==> config.mk <==
export PLATFORM = sky130hd
export DESIGN_NAME = pal_array
export DESIGN_NICKNAME = d
export VERILOG_FILES = /design/src/rtl/pal_pkg.sv /design/src/rtl/pal_cfg_chain.sv /design/src/rtl/pal_state_reg.sv /design/src/rtl/pal_term_group.sv /design/src/rtl/pal_macrocell.sv /design/src/rtl/pal_array.sv
export SDC_FILE = /design/constraint.sdc
export NUM_CORES = 1
export LEC_CHECK = 0
export ABC_AREA = 1
export CAP_MARGIN = 5
export CORE_MARGIN = 5
export CORE_UTILIZATION = 25
export DETAILED_ROUTE_END_ITERATION = 8
export RECOVER_POWER = 100
export SETUP_SLACK_MARGIN = 0.1
export SLEW_MARGIN = 20
export SYNTH_ARGS = -nofsm -noshare
export SYNTH_HDL_FRONTEND = slang
export SYNTH_HIERARCHICAL = 1
export SYNTH_SLANG_ARGS = --single-unit
==> constraint.sdc <==
create_clock -name clk -period 17.11 [get_ports clk]
set_input_delay 3.422 -clock clk [delete_from_list [all_inputs] [get_ports clk]]
set_output_delay 3.422 -clock clk [all_outputs]
set_load 0.01 [all_outputs]
==> src/rtl/pal_pkg.sv <==
package pal_pkg;

  function automatic int lit_count(input int n_in, input int n_mc);
    return n_in + n_mc;
  endfunction

  function automatic int group_width(input int n_in, input int n_mc, input int n_pt);
    return n_pt * 2 * lit_count(n_in, n_mc);
  endfunction

  function automatic int cfg_width(input int n_in, input int n_mc, input int n_pt);
    return n_mc + n_mc * group_width(n_in, n_mc, n_pt);
  endfunction

endpackage

==> src/rtl/pal_cfg_chain.sv <==
module pal_cfg_chain #(
  parameter int W = 16
) (
  input  logic         clk,
  input  logic         shift_en,
  input  logic         din,
  output logic [W-1:0] bits
);

  logic [W-1:0] bits_nxt;

  always_comb begin
    bits_nxt = bits;
    if (shift_en) begin
      bits_nxt = {din, bits[W-1:1]};
    end
  end

  always_ff @(posedge clk) begin
    if (shift_en) begin
      bits <= bits_nxt;
    end
  end

endmodule

==> src/rtl/pal_state_reg.sv <==
module pal_state_reg #(
  parameter int N = 4
) (
  input  logic         clk,
  input  logic         rst_n,
  input  logic [N-1:0] d,
  output logic [N-1:0] q
);

  logic [N-1:0] q_nxt;

  always_comb begin
    q_nxt = d;
  end

  always_ff @(posedge clk or negedge rst_n) begin
    if (!rst_n) begin
      q <= '0;
    end else begin
      q <= q_nxt;
    end
  end

endmodule

==> src/rtl/pal_term_group.sv <==
module pal_term_group #(
  parameter int N_LIT = 12,
  parameter int N_PT  = 4,
  localparam int TW   = 2 * N_LIT,
  localparam int FW   = N_PT * TW
) (
  input  logic [N_LIT-1:0] sig,
  input  logic [FW-1:0]    fuse,
  output logic             or_out
);

  logic [N_PT-1:0] hit;

  for (genvar p = 0; p < N_PT; p++) begin : g_term
    logic [N_LIT-1:0] use_t;
    logic [N_LIT-1:0] use_c;
    for (genvar i = 0; i < N_LIT; i++) begin : g_lit
      assign use_t[i] = fuse[p*TW + 2*i];
      assign use_c[i] = fuse[p*TW + 2*i + 1];
    end
    assign hit[p] = (|(use_t | use_c))
                  & ~(|(use_t & ~sig))
                  & ~(|(use_c & sig));
  end

  assign or_out = |hit;

endmodule

==> src/rtl/pal_macrocell.sv <==
module pal_macrocell (
  input  logic reg_sel,
  input  logic ff_q,
  input  logic or_in,
  input  logic oe,
  output logic mux_out,
  output logic pin_val,
  output logic pin_oe
);

  always_comb begin
    mux_out = reg_sel ? ff_q : or_in;
    pin_oe  = oe;
    pin_val = oe & mux_out;
  end

endmodule

==> src/rtl/pal_array.sv <==
module pal_array
  import pal_pkg::*;
#(
  parameter int N_IN = 8,
  parameter int N_MC = 4,
  parameter int N_PT = 4
) (
  input  logic            clk,
  input  logic            rst_n,
  input  logic            prog_en,
  input  logic            prog_din,
  input  logic [N_IN-1:0] pin_in,
  input  logic [N_MC-1:0] oe_in,
  output logic [N_MC-1:0] pin_val,
  output logic [N_MC-1:0] pin_oe
);

  localparam int N_LIT = lit_count(N_IN, N_MC);
  localparam int GRP_W = group_width(N_IN, N_MC, N_PT);
  localparam int CFG_W = cfg_width(N_IN, N_MC, N_PT);

  logic [CFG_W-1:0] cfg_bits;
  logic [N_MC-1:0]  reg_sel;
  logic [N_MC-1:0]  ff_q;
  logic [N_MC-1:0]  or_vec;

  pal_cfg_chain #(.W(CFG_W)) u_cfg (
    .clk      (clk),
    .shift_en (prog_en),
    .din      (prog_din),
    .bits     (cfg_bits)
  );

  assign reg_sel = cfg_bits[N_MC-1:0];

  pal_state_reg #(.N(N_MC)) u_state (
    .clk   (clk),
    .rst_n (rst_n),
    .d     (or_vec),
    .q     (ff_q)
  );

  // Stage k sees live values of lower macrocells, stored values of the rest.
  for (genvar k = 0; k < N_MC; k++) begin : g_mc
    logic [N_MC-1:0]  fb_in;
    logic [N_MC-1:0]  fb_out;
    logic [N_LIT-1:0] sig;
    logic             or_bit;
    logic             mux_bit;

    if (k == 0) begin : g_head
      assign fb_in = ff_q;
    end else begin : g_link
      assign fb_in = g_mc[k-1].fb_out;
    end

    assign sig = {fb_in, pin_in};

    pal_term_group #(.N_LIT(N_LIT), .N_PT(N_PT)) u_terms (
      .sig    (sig),
      .fuse   (cfg_bits[N_MC + k*GRP_W +: GRP_W]),
      .or_out (or_bit)
    );

    pal_macrocell u_cell (
      .reg_sel (reg_sel[k]),
      .ff_q    (ff_q[k]),
      .or_in   (or_bit),
      .oe      (oe_in[k]),
      .mux_out (mux_bit),
      .pin_val (pin_val[k]),
      .pin_oe  (pin_oe[k])
    );

    always_comb begin
      fb_out    = fb_in;
      fb_out[k] = mux_bit;
    end

    assign or_vec[k] = or_bit;
  end

endmodule

# == Word-level counts from Yosys, hierarchy flattened ==
# Cells that the tools add are included.
# op_classes
muxes,4
bitwise,120
reduce_logical,52
# op_table
operator,n
$reduce_or 12->1,48
$and 12x12->12,32
$or 12x12->12,16
$not 12->12,4
$and 1x1->1,36
$not 1->1,32
$reduce_or 4->1,4
$mux 1,4
# word_totals
reg_bits,392
input_bits,16
out_inout_bits,8
wordCells,178

# == Logic depth before layout (Yosys ltp) ==
# logic_depth
ltp_word,33
depth_mapped,56
mapped_depth_nobuf,55

# == Hierarchy ==
# Netlist, hierarchy kept.
# by_module_without_submodules
mod,n_inst,cells_per_inst,area_each_um2,seq_area_each_um2
pal_cfg_chain,1,388,11651.2,11651.2
pal_term_group,4,291,1131.1,0.0
pal_macrocell,4,10,46.3,0.0
pal_state_reg,1,4,100.1,100.1

# == Worst setup path before layout ==
# No wires, ideal clock.
# synth_timing
path_type,input -> output
startpoint,in pin_in[5]
endpoint,out pin_val[3]
t_arrival_ps,6761
required_ps,13688
slack_ps,6927
stages,55
n_path_buf,1
cell_sequence,inv_2 -> nand2_1 -> nand2_1 -> nor2_1 -> nand2_1 -> nor2_1 -> nand3_1 -> nand2_1 -> inv_1 -> nand2_1 -> inv_1 -> nand2_1 -> nand2_2 -> inv_1 -> buf_4 -> nor2_1 -> nor2_2 -> nand2_1 -> [19 not listed] -> inv_1 -> nand2_1 -> nand2_2 -> inv_1 -> inv_2 -> nand2_1 -> nand2_1 -> nor2_2 -> nand2_1 -> nor2_1 -> nand3_1 -> nand2_1 -> inv_1 -> nand2_1 -> inv_1 -> nand2_1 -> nand2_2 -> nor2_2
# synth_between
elab_chain_cells,33
elab_cells_between_ends,141
classes_between,4 x mux; 101 x bitwise; 36 x reduce/logical
# synth_rtl
item,line_no,source
"start, declared",pal_array.sv:12,"input logic [N_IN-1:0] pin_in,"
$not 12->12,pal_term_group.sv:22,& ~(|(use_t & ~sig))
$and 12x12->12,pal_term_group.sv:22,
$reduce_or 12->1,pal_term_group.sv:22,
$not 1->1,pal_term_group.sv:22,
$and 1x1->1,pal_term_group.sv:22,
$and 1x1->1,pal_term_group.sv:23,& ~(|(use_c & sig));
$reduce_or 4->1 (*),pal_term_group.sv:26,assign or_out = |hit;
named net g_mc[0].or_bit,pal_array.sv:48,logic or_bit;
[1 not listed],--,
named net g_mc[0].mux_bit,pal_array.sv:49,logic mux_bit;
[7 not listed],--,
named net g_mc[1].or_bit,pal_array.sv:48,
[1 not listed],--,
named net g_mc[1].mux_bit,pal_array.sv:49,
[7 not listed],--,
named net g_mc[2].or_bit,pal_array.sv:48,
[1 not listed],--,
named net g_mc[2].mux_bit,pal_array.sv:49,
[2 not listed],--,
$reduce_or 12->1,pal_term_group.sv:22,
$not 1->1,pal_term_group.sv:22,
$and 1x1->1,pal_term_group.sv:22,
$and 1x1->1,pal_term_group.sv:23,
$reduce_or 4->1 (*),pal_term_group.sv:26,
named net g_mc[3].or_bit,pal_array.sv:48,
$mux 1 (*),pal_macrocell.sv:12,mux_out = reg_sel ? ff_q : or_in;
$and 1x1->1 (*),pal_macrocell.sv:14,pin_val = oe & mux_out;
"end, declared",pal_array.sv:14,"output logic [N_MC-1:0] pin_val,"
# Mark *: on every way through the listed nets, which the timed path passes. The rest lies on a longest branch.

# == Final worst setup path ==
# layout_timing
startpoint,in pin_in[1]
endpoint,out pin_val[3]
# The elaborated chain is that of the path after synthesis.

==> flow_summary.ini <==
[floorplan]
pin_count = 24
die_h_um = 267
num_rows = 94
coreArea_um2 = 65500
initial_core_util = 0.251
die_area_um2 = 71100
die_width_um = 267

[timing]
max_slew_margin = -3.37
timing.fmax_mhz = 70.2
hold_violations = 0
max_slew.worst_pin.slew_ns = 6.55
timing.hold.ws_ns = 0.473
fin_crit_sh = 0.833
fin_skew_ns = 0.00808
setup_tns_ns = 0
finalCriticalPeriod_ns = 14.25
setup_viol = 0
slew_viol_final = 414
rsz0062_at_grt = false

[power_and_ir_drop]
total_power_uw = 2100
power_density_nw_per_um2 = 111
leakagePower_uw = 0.00738
irDropWorstVdd_mv = 0.0556

[clocking]
insertion_delay_ns = 0.53
hold_buffers = 0
clkSlewWorstSetupHoldPaths_ns = 0.05
clock_sinks = 392
cts_resized = 0
numCtsBuffers = 41
cts_buffer_depth = 3
postCtsSetupBuffers = 0
tritoncts = done
cts_max_level = 2
cts-root-buf = clkbuf_16

[drt]
viasPerCell = 4.30
first_iter_violations = 1138
drc_errors = 0
routed_wl_um = 39700
drtAntennaViolNets = 0
drt-pass1-iter-count = 5
via_count = 11001
routedWlPerCell_um = 15.5

[setup_path]
crit_family = buffers and inverters
slowest_delay_ns = 1.31
startpoint_type = input port
cp_max_fo = 24
critical_path_buf_inv_count = 19
required_ns = 13.69
arrival_ns = 10.83
worstSetupPathType = input port to output pin
slowest_stage = clkbuf_1
end_kind = output pin
critPathMostFrequentCell = nand2_1

[grt]
grt_max_degree = 207
track_usage = 0.109
grt_overflow = 0
grt_pass1_vias = 10629
antenna_found_initial = 0
grt_first_pass_wirelength_um = 61700

[status]
status = finished, violations left
violations = max-capacitance violations, max-slew violations

[flow_run]
drv_cap = 4

[synth]
synth_area_um2 = 16500
syn-instance-count = 1595
synth_warnings = 6
syn_nets = 1611
avgSynthCellArea_um2 = 10.3

[layout]
layout.nets = 1682
drive_gt1_frac = 0.0785
area_growth_pct = 15.4
postLayoutCoreUtil = 0.290
antennaDiodeCount = 0

[placement]
place.gp.congestion = 0.898
dp_hpwl_um = 25700
io_buffers = 23

[worst_hold_path]
min_path_type = register to register
placed cells by master, fill, tap and decap left out:
cell type	n
nand2_1	656
edfxtp_1	388
nor2_1	340
nand3_1	60
inv_1	53
inv_2	46
clkbuf_16	41
clkbuf_1	20
nor2_2	20
clkdlybuf4s50_1	12
clkinv_1	11
dlygate4sd3_1	10
buf_4	10
nand2_2	8
clkinv_2	4
nand4_1	4
o21ai_0	4
dfrtp_1	4
clkbuf_8	2
bufinv_16	1
clkbuf_2	1
final cells by class:
class	count	area (µm²)
Clock buffer	60	1120
Timing Repair Buffer	36	312
Inverter	103	387
Fill cell	6680	46500
Sequential cell	392	11800
Multi-Input combinational cell	1092	4260
Tap cell	864	1080
Clock inverter	12	76.3
sequential cells by signal, summed over array words and instances, names as in the netlist:
register,count
u_state/q,4
u_cfg/bits,388
final timing paths:
check | to | from | cells past startpoint | slack (ns)
min reg2reg | u_cfg/bits[276] | u_cfg/bits[277] | 0 | 0.47
max in group asynchronous | u_state/q[3] | rst_n | 1 | 13.50
min | u_cfg/bits[276] | u_cfg/bits[277] | 0 | 0.47
max | pin_val[3] | pin_in[1] | 58 | 2.86
max reg2reg | u_state/q[3] | u_state/q[1] | 51 | 11.88
min in group asynchronous | u_state/q[0] | rst_n | 1 | 3.28
metal layers:
layer  vias up  track usage  share of wire
li1       5345            -              -
met1      5247        0.159           0.48
met2       331        0.166           0.44
met3        78       0.0204          0.058
met5         -            0              0
met4         0       0.0309          0.026
power breakdown:
part	switching (µW)	total, µW	internal, µW
logic	79.8	112	32.7
registers	41.7	1170	1130
clock network	354	820	466
total	476	2100	1620
per-stage QoR:
step,worst slack [ns],cells,cell area [µm²]
6_report,2.86,2559,19000
5_1_grt,2.04,2559,19000
4_1_cts,4.25,2559,19000
3_5_place_dp,4.32,2487,17800
3_3_place_gp,4.43,2487,17800
2_1_floorplan,6.94,1595,16500
Power figures use the tool's default switching activity.
